<file path="src/rtl/wl_pkg.sv">
package wl_pkg;

  // Classification of an accepted access.
  typedef enum logic [2:0] {
    EV_NONE  = 3'd0,
    EV_READ  = 3'd1,
    EV_WRITE = 3'd2,
    EV_FLUSH = 3'd3,
    EV_FILL  = 3'd4
  } wl_event_e;

endpackage

</file>
<file path="src/rtl/wl_lru_ages.sv">
module wl_lru_ages #(
  parameter int WAYS  = 4,
  parameter int WAY_W = 2
) (
  input  logic                        clk,
  input  logic                        rst_n,
  input  logic                        touch_en,
  input  logic [WAY_W-1:0]            touch_way,
  output logic [WAYS-1:0][WAY_W-1:0]  age_q,
  output logic [WAY_W-1:0]            victim_way
);

  logic [WAYS-1:0][WAY_W-1:0] age_d;
  logic [WAY_W-1:0]           touched_age;

  assign touched_age = age_q[touch_way];

  for (genvar i = 0; i < WAYS; i++) begin : g_age
    always_comb begin
      age_d[i] = age_q[i];
      if (touch_way == WAY_W'(i)) begin
        age_d[i] = '0;
      end else if (age_q[i] < touched_age) begin
        age_d[i] = age_q[i] + WAY_W'(1);
      end
    end

    always_ff @(posedge clk or negedge rst_n) begin
      if (!rst_n) begin
        age_q[i] <= WAY_W'(i);
      end else if (touch_en) begin
        age_q[i] <= age_d[i];
      end
    end
  end

  always_comb begin
    victim_way = '0;
    for (int i = 0; i < WAYS; i++) begin
      if (age_q[i] == WAY_W'(WAYS - 1)) victim_way = WAY_W'(i);
    end
  end

endmodule

</file>
<file path="src/rtl/wl_wear_counters.sv">
module wl_wear_counters #(
  parameter int WAYS  = 4,
  parameter int CNT_W = 4,
  parameter int WAY_W = 2
) (
  input  logic                        clk,
  input  logic                        rst_n,
  input  logic                        inc_en,
  input  logic                        flush_en,
  input  logic [WAY_W-1:0]            sel_way,
  input  logic                        fill_en,
  input  logic                        fill_write,
  input  logic [WAY_W-1:0]            fill_way,
  input  logic [CNT_W-1:0]            decay,
  input  logic [WAYS-1:0]             valid,
  output logic [WAYS-1:0][CNT_W-1:0]  cnt_q
);

  logic [WAYS-1:0][CNT_W-1:0] cnt_d;
  logic [WAYS-1:0]            cnt_en;

  for (genvar i = 0; i < WAYS; i++) begin : g_cnt
    always_comb begin
      cnt_d[i]  = cnt_q[i];
      cnt_en[i] = 1'b0;
      if (fill_en && fill_way == WAY_W'(i)) begin
        cnt_d[i]  = fill_write ? CNT_W'(1) : '0;
        cnt_en[i] = 1'b1;
      end else if (inc_en && sel_way == WAY_W'(i)) begin
        cnt_d[i]  = cnt_q[i] + CNT_W'(1);
        cnt_en[i] = 1'b1;
      end else if (flush_en && sel_way == WAY_W'(i)) begin
        cnt_d[i]  = '0;
        cnt_en[i] = 1'b1;
      end else if (flush_en && valid[i]) begin
        cnt_d[i]  = (cnt_q[i] > decay) ? (cnt_q[i] - decay) : '0;
        cnt_en[i] = 1'b1;
      end
    end

    always_ff @(posedge clk or negedge rst_n) begin
      if (!rst_n) begin
        cnt_q[i] <= '0;
      end else if (cnt_en[i]) begin
        cnt_q[i] <= cnt_d[i];
      end
    end
  end

endmodule

</file>
<file path="src/rtl/wl_set_ctrl.sv">
module wl_set_ctrl
  import wl_pkg::*;
#(
  parameter int WAYS  = 4,
  parameter int CNT_W = 4,
  localparam int WAY_W = (WAYS > 1) ? $clog2(WAYS) : 1
) (
  input  logic             clk,
  input  logic             rst_n,
  input  logic             acc_valid,
  output logic             acc_ready,
  input  logic             acc_hit,
  input  logic [WAY_W-1:0] acc_way,
  input  logic             acc_write,
  input  logic [CNT_W:0]   cfg_thresh,
  input  logic [CNT_W-1:0] cfg_decay,
  output logic             arr_we,
  output logic [WAY_W-1:0] arr_we_way,
  output logic             fill_we,
  output logic [WAY_W-1:0] fill_way,
  output logic [WAY_W-1:0] victim_way,
  output logic             wb_valid,
  output logic [WAY_W-1:0] wb_way,
  input  logic             wb_ready,
  output logic [WAYS-1:0]  line_valid,
  output logic [WAYS-1:0]  line_dirty
);

  logic                        acc_fire;
  wl_event_e                   evt;
  logic [CNT_W:0]              cnt_next;
  logic [WAYS-1:0][CNT_W-1:0]  cnt_q;
  logic [WAYS-1:0][WAY_W-1:0]  age_q;
  logic [WAY_W-1:0]            victim;
  logic                        touch_en;
  logic [WAY_W-1:0]            touch_way;

  logic [WAYS-1:0]  valid_q, valid_d, dirty_q, dirty_d;
  logic             arr_we_q, arr_we_d, fill_we_q, fill_we_d;
  logic             wb_valid_q, wb_valid_d;
  logic [WAY_W-1:0] arr_way_q, fill_way_q, wb_way_q;

  assign acc_ready = ~wb_valid_q;
  assign acc_fire  = acc_valid & acc_ready;

  // Classify the accepted access.
  always_comb begin
    cnt_next = {1'b0, cnt_q[acc_way]} + (CNT_W+1)'(1);
    evt      = EV_NONE;
    if (acc_fire) begin
      if (!acc_hit)                     evt = EV_FILL;
      else if (!acc_write)              evt = EV_READ;
      else if (cnt_next == cfg_thresh)  evt = EV_FLUSH;
      else                              evt = EV_WRITE;
    end
  end

  assign touch_en  = (evt == EV_READ) || (evt == EV_WRITE) || (evt == EV_FILL);
  assign touch_way = (evt == EV_FILL) ? victim : acc_way;

  wl_lru_ages #(.WAYS(WAYS), .WAY_W(WAY_W)) u_ages (
    .clk        (clk),
    .rst_n      (rst_n),
    .touch_en   (touch_en),
    .touch_way  (touch_way),
    .age_q      (age_q),
    .victim_way (victim)
  );

  wl_wear_counters #(.WAYS(WAYS), .CNT_W(CNT_W), .WAY_W(WAY_W)) u_cnt (
    .clk        (clk),
    .rst_n      (rst_n),
    .inc_en     (evt == EV_WRITE),
    .flush_en   (evt == EV_FLUSH),
    .sel_way    (acc_way),
    .fill_en    (evt == EV_FILL),
    .fill_write (acc_write),
    .fill_way   (victim),
    .decay      (cfg_decay),
    .valid      (valid_q),
    .cnt_q      (cnt_q)
  );

  // Next state of line flags and output strobes.
  always_comb begin
    valid_d    = valid_q;
    dirty_d    = dirty_q;
    arr_we_d   = (evt == EV_WRITE);
    fill_we_d  = (evt == EV_FILL);
    wb_valid_d = wb_valid_q & ~wb_ready;
    unique case (evt)
      EV_FILL: begin
        valid_d[victim] = 1'b1;
        dirty_d[victim] = acc_write;
      end
      EV_WRITE: dirty_d[acc_way] = 1'b1;
      EV_FLUSH: begin
        valid_d[acc_way] = 1'b0;
        dirty_d[acc_way] = 1'b0;
        wb_valid_d       = 1'b1;
      end
      default: ;
    endcase
  end

  always_ff @(posedge clk or negedge rst_n) begin
    if (!rst_n) begin
      valid_q    <= '0;
      dirty_q    <= '0;
      arr_we_q   <= 1'b0;
      fill_we_q  <= 1'b0;
      wb_valid_q <= 1'b0;
    end else begin
      valid_q    <= valid_d;
      dirty_q    <= dirty_d;
      arr_we_q   <= arr_we_d;
      fill_we_q  <= fill_we_d;
      wb_valid_q <= wb_valid_d;
    end
  end

  always_ff @(posedge clk or negedge rst_n) begin
    if (!rst_n) begin
      arr_way_q  <= '0;
      fill_way_q <= '0;
      wb_way_q   <= '0;
    end else begin
      if (evt == EV_WRITE) arr_way_q  <= acc_way;
      if (evt == EV_FILL)  fill_way_q <= victim;
      if (evt == EV_FLUSH) wb_way_q   <= acc_way;
    end
  end

  assign arr_we     = arr_we_q;
  assign arr_we_way = arr_way_q;
  assign fill_we    = fill_we_q;
  assign fill_way   = fill_way_q;
  assign wb_valid   = wb_valid_q;
  assign wb_way     = wb_way_q;
  assign victim_way = victim;
  assign line_valid = valid_q;
  assign line_dirty = dirty_q;

endmodule

</file>
<file path="config.mk">
export PLATFORM = sky130hd
export DESIGN_NAME = wl_set_ctrl
export DESIGN_NICKNAME = d
export VERILOG_FILES = /design/src/rtl/wl_pkg.sv /design/src/rtl/wl_lru_ages.sv /design/src/rtl/wl_wear_counters.sv /design/src/rtl/wl_set_ctrl.sv
export SDC_FILE = /design/constraint.sdc
export NUM_CORES = 1
export LEC_CHECK = 0
export ABC_AREA = 1
export BUFFER_PORTS_ARGS = -buffer_cell sky130_fd_sc_hd__buf_4
export CAP_MARGIN = 30
export CELL_PAD_IN_SITES_DETAIL_PLACEMENT = 0
export CELL_PAD_IN_SITES_GLOBAL_PLACEMENT = 2
export CORE_AREA = 2 2 140 88
export CTS_CLUSTER_DIAMETER = 30
export DETAILED_ROUTE_END_ITERATION = 7
export DIE_AREA = 0 0 142 90
export HOLD_SLACK_MARGIN = 0.03
export PLACE_DENSITY = 0.92
export REMOVE_ABC_BUFFERS = 1
export SYNTH_ARGS = -nofsm -noshare
export SYNTH_HDL_FRONTEND = slang
export SYNTH_HIERARCHICAL = 1
export SYNTH_SLANG_ARGS = --single-unit
</file>
<file path="constraint.sdc">
create_clock -name clk -period 3.4 [get_ports clk]
set_clock_uncertainty 0.2 [all_clocks]
set_input_delay 0.68 -clock clk [delete_from_list [all_inputs] [get_ports clk]]
set_output_delay 0.68 -clock clk [all_outputs]
set_load 0.1 [all_outputs]
</file>
==> results.yml, run 1 <==
route:
  wl_per_cell_microns: 13.7
  viasPerCell: 4.86
  ant_nets: 0
  route.detailed.drc: 0
  dr.pass1.iters: 5
  wl_microns: 10800
  num_vias: 3849
  dr.first_iter.drc_count: 291
global_routing:
  grt_pass1_vias: 3426
  grt_overflow_total: 0
  grt_start_max_net_pins: 42
  grt_pass1_wl_microns: 17700
  antenna_found_initial: 0
  grt_usage: 0.173
timing:
  rsz0062_at_grt: "no"
  post-route-min-period_ps: 3170
  min_period_over_period: 0.933
  worst_pin_slew_ps: 559
  report.final.slew_viol_count: 0
  hold_viol: 0
  setup_viol: 0
  fmax_mhz: 315
  slew_headroom: 0.628
pwr:
  power_density_nw_per_um2: 606
  power_uw: 2730
  leakagePower_uw: 0.00265
  ir_drop_v: 0.000317
critical_path:
  path_cells: "buf_4, inv_2, nand2_1, nand2_1, nand2_1, nand2_1, ha_1, xnor2_1, nand2_1, nor2_1, nand2_1, nor2_4, nand2_4, nor2_8, nand3_1, nand2_1, nor3_2, buf_4, nand2_1, nand2_1"
  criticalPathCategory: "primary input to flop"
  regToRegSetupSlack_ps: 360
  critPathMaxFanout: 16
  crit_top_cell: "nand2_1"
  cp_top_family: "simple AND/OR/NAND/NOR gates"
  crit_arrival_ps: 3150
  crit_path_start_kind: "primary input"
  slowest_stage: "ha_1"
  crit_buf_inv: 3
  cpPeakStageDelay_ps: 310
  required_ps: 3380
  cp-end-kind: "flop"
synthesis:
  synth_area_sq_um: 3710
  synth_warnings: 6
  synthCells: 577
  ys_types: 33
  yosysSeqAreaShare: 0.278
  ys_ff_latch: 41
  syn_area_per_cell_sq_um: 6.43
placement:
  dp_hpwl_microns: 8690
  io_buffers: 36
  routabilityCongestion: 0.833
layout:
  fillers: 1230
  syn_to_final_growth_pct: 21.5
  final_cell_mix: "nand2_1, inv_1, buf_4, nor2_1, nand3_1"
  post-route-util: 0.389
  antenna_cells: 0
  final_common_cell: "nand2_1"
  nets: 692
  drive_gt1_frac: 0.174
cts:
  cts_made_buffers: 5
  ctsHoldBuffers: 0
  insertion_delay_ps: 290
  cts_tree: "yes"
  clockBufferDepth: 2
  clkSinkCount: 41
  cts-root-buf: "clkbuf_16"
  clkTransAtPathRegs_ps: 70
  htreeDepth: 2
floorplanning:
  row_count: 31
  coreArea_sq_um: 11600
  die_w_microns: 142
  start_util: 0.320
  die_area_sq_um: 12800
  io_pins: 37
  die_h_microns: 90
outcome:
  status: "finished, final reports clean"
flow_run:
  cap_violations: 0
hold_path:
  min_path_type: "primary input to async pin"
==> routing by layer <==
layer	share of wire	GRT usage	vias to the layer above
met5	0	0	-
met3	0.050	0.0245	10
li1	-	-	1959
met4	0.0081	0.0292	0
met2	0.38	0.223	93
met1	0.56	0.295	1787
==> cells by family after synthesis <==
logic type                 synth area share
xor gates and xnor gates             0.0260
and+or+nand+nor                       0.409
adders and majority gates             0.116
DFF                                   0.278
buffers and inverters                0.0913
AOI/OAI and AO/OA                    0.0802
==> per-stage QoR <==
stage	hold slack, ps	instances	TNS, ps	area [sq um]	worst slack (ps)
after floorplan	184	571	-8760	3680	-976
after global placement	264	784	0	4350	83.1
after detailed placement	276	784	-258	4350	-66.7
after CTS	196	792	0	4500	213
after global routing	209	792	0	4510	3.51
final	182	792	0	4510	229
==> report_power, final <==
| group | leakage (uW) | total (uW) | internal [uW] | switching, uW |
|---|---|---|---|---|
| registers | 0.000514 | 764 | 618 | 146 |
| logic | 0.00207 | 1470 | 465 | 1010 |
| clock network | 0.0000708 | 497 | 278 | 220 |
| total | 0.00265 | 2730 | 1360 | 1370 |
==> path summary, 6_finish.rpt <==
path | start | to | cells after the start
min in group clk | wb_way[0]$_DFFE_PN0P_ | wb_way[0]$_DFFE_PN0P_ | 2
worst max-delay path | acc_way[0] | u_cnt/cnt_q[11]$_DFFE_PN0P_ | 20
worst min-delay path | rst_n | fill_way[1]$_DFFE_PN0P_ | 1
max in group asynchronous | rst_n | u_ages/age_q[2]$_DFFE_PN1P_ | 1
worst min register to register | wb_way[0]$_DFFE_PN0P_ | wb_way[0]$_DFFE_PN0P_ | 2
worst max register to register | u_cnt/cnt_q[5]$_DFFE_PN0P_ | u_cnt/cnt_q[11]$_DFFE_PN0P_ | 18
==> sequential cells by signal (all words and copies together), names as in the netlist, named ones only <==
signal        cells
u_cnt/cnt_q      16
wb_valid          1
line_valid        4
wb_way            2
fill_way          2
u_ages/age_q      8
arr_we            1
fill_we           1
arr_we_way        2
==> area by class of cell <==
class                   instances  area [sq um]  area share
multi-input cells             449          2350       0.521
flip-flops and latches         41          1030       0.229
repair buffers                 65           488       0.108
inverters                      81           305      0.0677
well taps                     148           185      0.0411
clock buffers                   5           125      0.0277
clock inverters                 3          25.0     0.00555
==> cell usage after synthesis (all sizes together) <==
master	count	area share
a21oi	24	0.032
a221oi	1	0.0024
a22o	1	0.0024
a31oi	2	0.0034
buf	4	0.0071
clkbuf	2	0.0020
clkinvlp	1	0.0013
dfrtp	37	0.25
dfstp	4	0.028
fa	4	0.022
ha	28	0.094
inv	80	0.081
nand2	220	0.23
nand3	47	0.067
nand3b	8	0.016
nand4	7	0.012
nor2	60	0.070
nor3	4	0.0081
o21ai	28	0.038
o21bai	1	0.0020
or2	3	0.0051
xnor2	6	0.014
xor2	5	0.012
==> timing repair <==
action | CTS | global route
resized for setup | 0 | 3
endpoints found under the setup margin | 0 | 12
buffers inserted | 0 | 0
(Power assumes the default switching activity.)
==> run 2: changes to the inputs <==
- CORE_AREA: 2 2 140 88 -> 3 3 141 89
- DIE_AREA: 0 0 142 90 -> 0 0 144 92
==> run 2 against run 1 <==
Against the previous run: flip-flop and latch count stayed put; core utilization up 1.3 points; largest power group unchanged; sequential power is essentially flat; fmax fell by 0.19%; largest cell class unchanged; critical path depth increased by 1; critical path type unchanged; count of clock-buffer cells in the layout unchanged; die area increased by 3.7%; worst setup slack worse by 6.1 ps; power down 0.32%; global-route usage shrank 0.20 points; design area down 0.11%.
==> results.yml, run 2 (same netlist as run 1, synthesis figures left out) <==
timing:
  setup_viol: 0
  min_period_over_period: 0.934
  rsz0062_at_grt: "yes"
  whs_ps: 188
  post-route-min-period_ps: 3180
  report.final.slew_viol_count: 0
  fmax_mhz: 315
  worst_pin_slew_ps: 572
  slew_headroom: 0.619
  hold_viol: 0
critical_path:
  regToRegSetupSlack_ps: 330
  criticalPathCategory: "primary input to flop"
  critical_path.startpoint: "acc_way[1]"
  required_ps: 3390
  rr_startpoint: "u_ages/age_q[5]$_DFFE_PN1P_"
  reg2reg_depth: 18
  critPathCapture: "u_cnt/cnt_q[4]$_DFFE_PN0P_"
  critPathMaxFanout: 7
  cp-end-kind: "flop"
  rr_endpoint: "u_ages/age_q[1]$_DFFE_PN0P_"
  crit_path_start_kind: "primary input"
  crit_arrival_ps: 3160
pwr:
  power_density_nw_per_um2: 604
  netSwitchingPower_uw: 1370
  switching_share: 0.503
  ir_drop_v: 0.000352
  seqPwrFrac: 0.281
  combinationalPowerShare: 0.540
  p_clk_frac: 0.179
  leakagePower_uw: 0.00266
  intPower_uw: 1350
cts:
  postCtsSetupRepairBufs: 0
  cts_tree: "yes"
  clkSinkCount: 41
  ctsHoldBuffers: 0
  cts_made_buffers: 5
  cts-root-buf: "clkbuf_16"
  insertion_delay_ps: 290
  cts_resized: 0
  clockBufferDepth: 2
  clkTransAtPathRegs_ps: 60
  htreeDepth: 2
layout:
  post-route-util: 0.401
  final_common_cell: "nand2_1"
  final_cell_mix: "nand2_1, inv_1, buf_4, nor2_1, nand3_1"
  largest_reg_flops: 16
  syn_to_final_growth_pct: 21.3
  drive_gt1_frac: 0.174
  antenna_cells: 0
  regMostFlops: "u_cnt/cnt_q"
  nets: 693
  finalNonFillerCells: 789
placement:
  routabilityCongestion: 0.890
  dp_hpwl_microns: 8890
  dp_cells: 781
  io_buffers: 36
global_routing:
  antenna_found_initial: 0
  grt_pass1_wl_microns: 17900
  grt_usage: 0.171
  grt_start_max_net_pins: 42
  grt_overflow_total: 0
  grt_pass1_vias: 3451
hold_path:
  min_path_type: "primary input to async pin"
route:
  ant_nets: 0
  viasPerCell: 4.79
  route.detailed.drc: 0
  wl_microns: 10900
  dr.first_iter.drc_count: 213
  wl_per_cell_microns: 13.8
  dr.pass1.iters: 4
  num_vias: 3778
outcome:
  status: "finished, final reports clean"
flow_run:
  cap_violations: 0
floorplanning:
  io_pins: 37
  coreArea_sq_um: 11200
  row_count: 30
  die_w_microns: 144
  die_area_sq_um: 13200
  start_util: 0.331
  die_h_microns: 92
## run 2: power groups by stage
stage	sequential (uW)	combinational, uW	clock [uW]
floorplan	1020	805	0
global placement	773	1450	0
detailed placement	774	1470	0
CTS	766	1470	496
global route	789	1630	525
finish	766	1470	487
## run 2: routing by layer
layer,track usage,part of all wire,wire [microns]
met1,0.287,0.57,6170
met2,0.221,0.37,4080
met3,0.0281,0.053,580
met4,0.0313,0.0077,84
met5,0,0,0
## run 2: area by class of cell
| cell class | count | area, sq um |
|---|---|---|
| Clock inverter | 3 | 17.5 |
| Sequential cell | 41 | 1030 |
| Fill cell | 1174 | 6720 |
| Tap cell | 144 | 180 |
| Timing Repair Buffer | 66 | 495 |
| Clock buffer | 5 | 125 |
| Inverter | 81 | 305 |
| Multi-Input combinational cell | 449 | 2350 |
## run 2: worst max-delay path, cell delays in order
cell and delay [ps]:
buf_4 130, inv_2 90, nor2_1 220, nand2_1 110, nand3_1 120, ha_1 240
xnor2_1 170, nand2_1 70, nor2_1 90, nand2_1 90, nor2_4 140, nand2_4 80
nand2_1 110, inv_1 150, nand3_2 130, buf_4 140, inv_1 50, a21oi_1 140
o21ai_0 120, nand2_1 80, nand2_1 50
## run 2: worst min-delay path by stage
stage | end | cells after the start | from
floorplan | async pin | 0 | rst_n
global placement | wb_way[1]$_DFFE_PN0P_ | 2 | wb_way[1]$_DFFE_PN0P_
detailed placement | wb_way[1]$_DFFE_PN0P_ | 2 | wb_way[1]$_DFFE_PN0P_
CTS | async pin | 1 | rst_n
global route | arr_we_way[1]$_DFFE_PN0P_ | 1 | rst_n
finish | u_ages/age_q[4]$_DFFE_PN0P_ | 1 | rst_n
## run 2: stage by stage
stage	power, uW	area, sq um	worst slack, ps	setup TNS [ps]
after floorplan	1820	3680	-976	-8760
after global placement	2220	4350	6.39	0
after detailed placement	2240	4350	-39.0	-127
after CTS	2730	4500	264	0
after global routing	2950	4500	-0.0446	-0.0446
final	2720	4500	223	0
==> run 3: changes to the inputs <==
- MAX_ROUTING_LAYER: unset -> met4
==> run 3 against run 2 <==
Against the previous run: critical path depth is the same; count of clock-buffer cells in the layout stayed put; worst setup slack improved by 2.5 ps; final cell count unchanged; die area unchanged; critical path type unchanged.
==> results.yml, run 3 (same netlist as run 1, synthesis figures left out) <==
critical_path:
  crit_top_cell: "nand2_1"
  regToRegSetupSlack_ps: 340
  crit_buf_inv: 5
  path_cells: "buf_4, inv_2, nor2_1, nand2_1, nand3_1, ha_1, xnor2_1, nand2_1, nor2_1, nand2_1, nor2_4, nand2_4, nand2_1, inv_1, nand3_2, buf_4, inv_1, a21oi_1, o21ai_0, nand2_1, nand2_1"
  criticalPathCategory: "primary input to flop"
  cpPeakStageDelay_ps: 240
  cp-end-kind: "flop"
  slowest_stage: "ha_1"
  cp_top_family: "simple AND/OR/NAND/NOR gates"
  critPathMaxFanout: 7
  crit_arrival_ps: 3160
  crit_path_start_kind: "primary input"
  required_ps: 3380
global_routing:
  grt_pass1_vias: 3442
  grt_pass1_wl_microns: 17900
  grt_start_max_net_pins: 42
  grt_usage: 0.176
  antenna_found_initial: 0
  grt_overflow_total: 0
pwr:
  power_density_nw_per_um2: 604
  p_clk_frac: 0.178
  intPower_uw: 1350
  netSwitchingPower_uw: 1370
  power_uw: 2720
  combinationalPowerShare: 0.541
  ir_drop_v: 0.000352
  seqPwrFrac: 0.281
  switching_share: 0.503
  leakagePower_uw: 0.00266
layout:
  fillers: 1174
  antenna_cells: 0
  final_cell_mix: "nand2_1, inv_1, buf_4, nor2_1, nand3_1"
  largest_reg_flops: 16
  regMostFlops: "u_cnt/cnt_q"
  final_common_cell: "nand2_1"
  finalInstanceArea_sq_um: 4500
  multi_input_area_sq_um: 2350
  seq_area_sq_um: 1030
  finalNonFillerCells: 789
  drive_gt1_frac: 0.174
  nets: 693
  syn_to_final_growth_pct: 21.3
timing:
  worst_pin_slew_ps: 563
  fmax_mhz: 315
  whs_ps: 181
  rsz0062_at_grt: "yes"
  hold_viol: 0
  post-route-min-period_ps: 3170
  setup_viol: 0
  report.final.slew_viol_count: 0
  slew_headroom: 0.625
  min_period_over_period: 0.934
outcome:
  status: "finished, final reports clean"
route:
  ant_nets: 0
  viasPerCell: 4.80
  dr.pass1.iters: 4
  wl_per_cell_microns: 13.9
  dr.first_iter.drc_count: 213
  route.detailed.drc: 0
  wl_microns: 10900
  num_vias: 3789
cts:
  clockBufferDepth: 2
  ctsHoldBuffers: 0
  cts_resized: 0
  clkSinkCount: 41
  htreeDepth: 2
  postCtsSetupRepairBufs: 0
  cts_tree: "yes"
  insertion_delay_ps: 290
  clkTransAtPathRegs_ps: 60
  cts-root-buf: "clkbuf_16"
  cts_made_buffers: 5
floorplanning:
  start_util: 0.331
  die_area_sq_um: 13200
  coreArea_sq_um: 11200
  die_w_microns: 144
  die_h_microns: 92
  io_pins: 37
  row_count: 30
hold_path:
  min_path_type: "primary input to async pin"
placement:
  dp_cells: 781
  placed_cell_area_sq_um: 4350
  routabilityCongestion: 0.905
  io_buffers: 36
  dp_hpwl_microns: 8890
flow_run:
  cap_violations: 0
## run 3: cell counts in the layout (fill, tap and decap cells not counted)
No cell type changed its count.
## run 3: cell type report
type                    instances  share of cell area
inverters                      81              0.0678
clock inverters                 3             0.00389
well taps                     144              0.0400
clock buffers                   5              0.0278
repair buffers                 66               0.110
flip-flops and latches         41               0.229
multi-input cells             449               0.522
## run 3: path summary, 6_finish.rpt
check / from / endpoint / depth (start not counted)
setup / recovery: acc_way[1] / u_cnt/cnt_q[4]$_DFFE_PN0P_ / 21
hold / removal: rst_n / arr_we_way[1]$_DFFE_PN0P_ / 1
setup reg to reg: u_ages/age_q[5]$_DFFE_PN1P_ / u_ages/age_q[1]$_DFFE_PN0P_ / 18
hold reg to reg: wb_way[1]$_DFFE_PN0P_ / wb_way[1]$_DFFE_PN0P_ / 2
max in group asynchronous: rst_n / u_ages/age_q[7]$_DFFE_PN1P_ / 1
min in group clk: wb_way[1]$_DFFE_PN0P_ / wb_way[1]$_DFFE_PN0P_ / 2
## run 3: per-stage QoR
| stage | setup TNS [ps] | setup slack, ps | util |
|---|---|---|---|
| global route | -0.0211 | -0.0211 | 0.401 |
| global placement | 0 | 6.39 | 0.388 |
| detailed placement | -127 | -39.0 | 0.388 |
| finish | 0 | 226 | 0.401 |
| floorplan | -8760 | -976 | - |
| CTS | 0 | 264 | 0.401 |
## run 3: power groups by stage
stage / combinational, uW / sequential (uW) / clock [uW]
6_report: 1470 / 766 / 484
5_1_grt: 1630 / 789 / 522
4_1_cts: 1470 / 766 / 496
3_5_place_dp: 1470 / 774 / 0
3_3_place_gp: 1450 / 773 / 0
2_1_floorplan: 805 / 1020 / 0
## run 3: metal layers
metal | track usage | up-vias | part of all wire
li1 | - | 1961 | -
met1 | 0.287 | 1755 | 0.57
met2 | 0.221 | 71 | 0.38
met3 | 0.0276 | 2 | 0.049
met4 | 0.0313 | 0 | 0.0037
met5 | - | - | 0
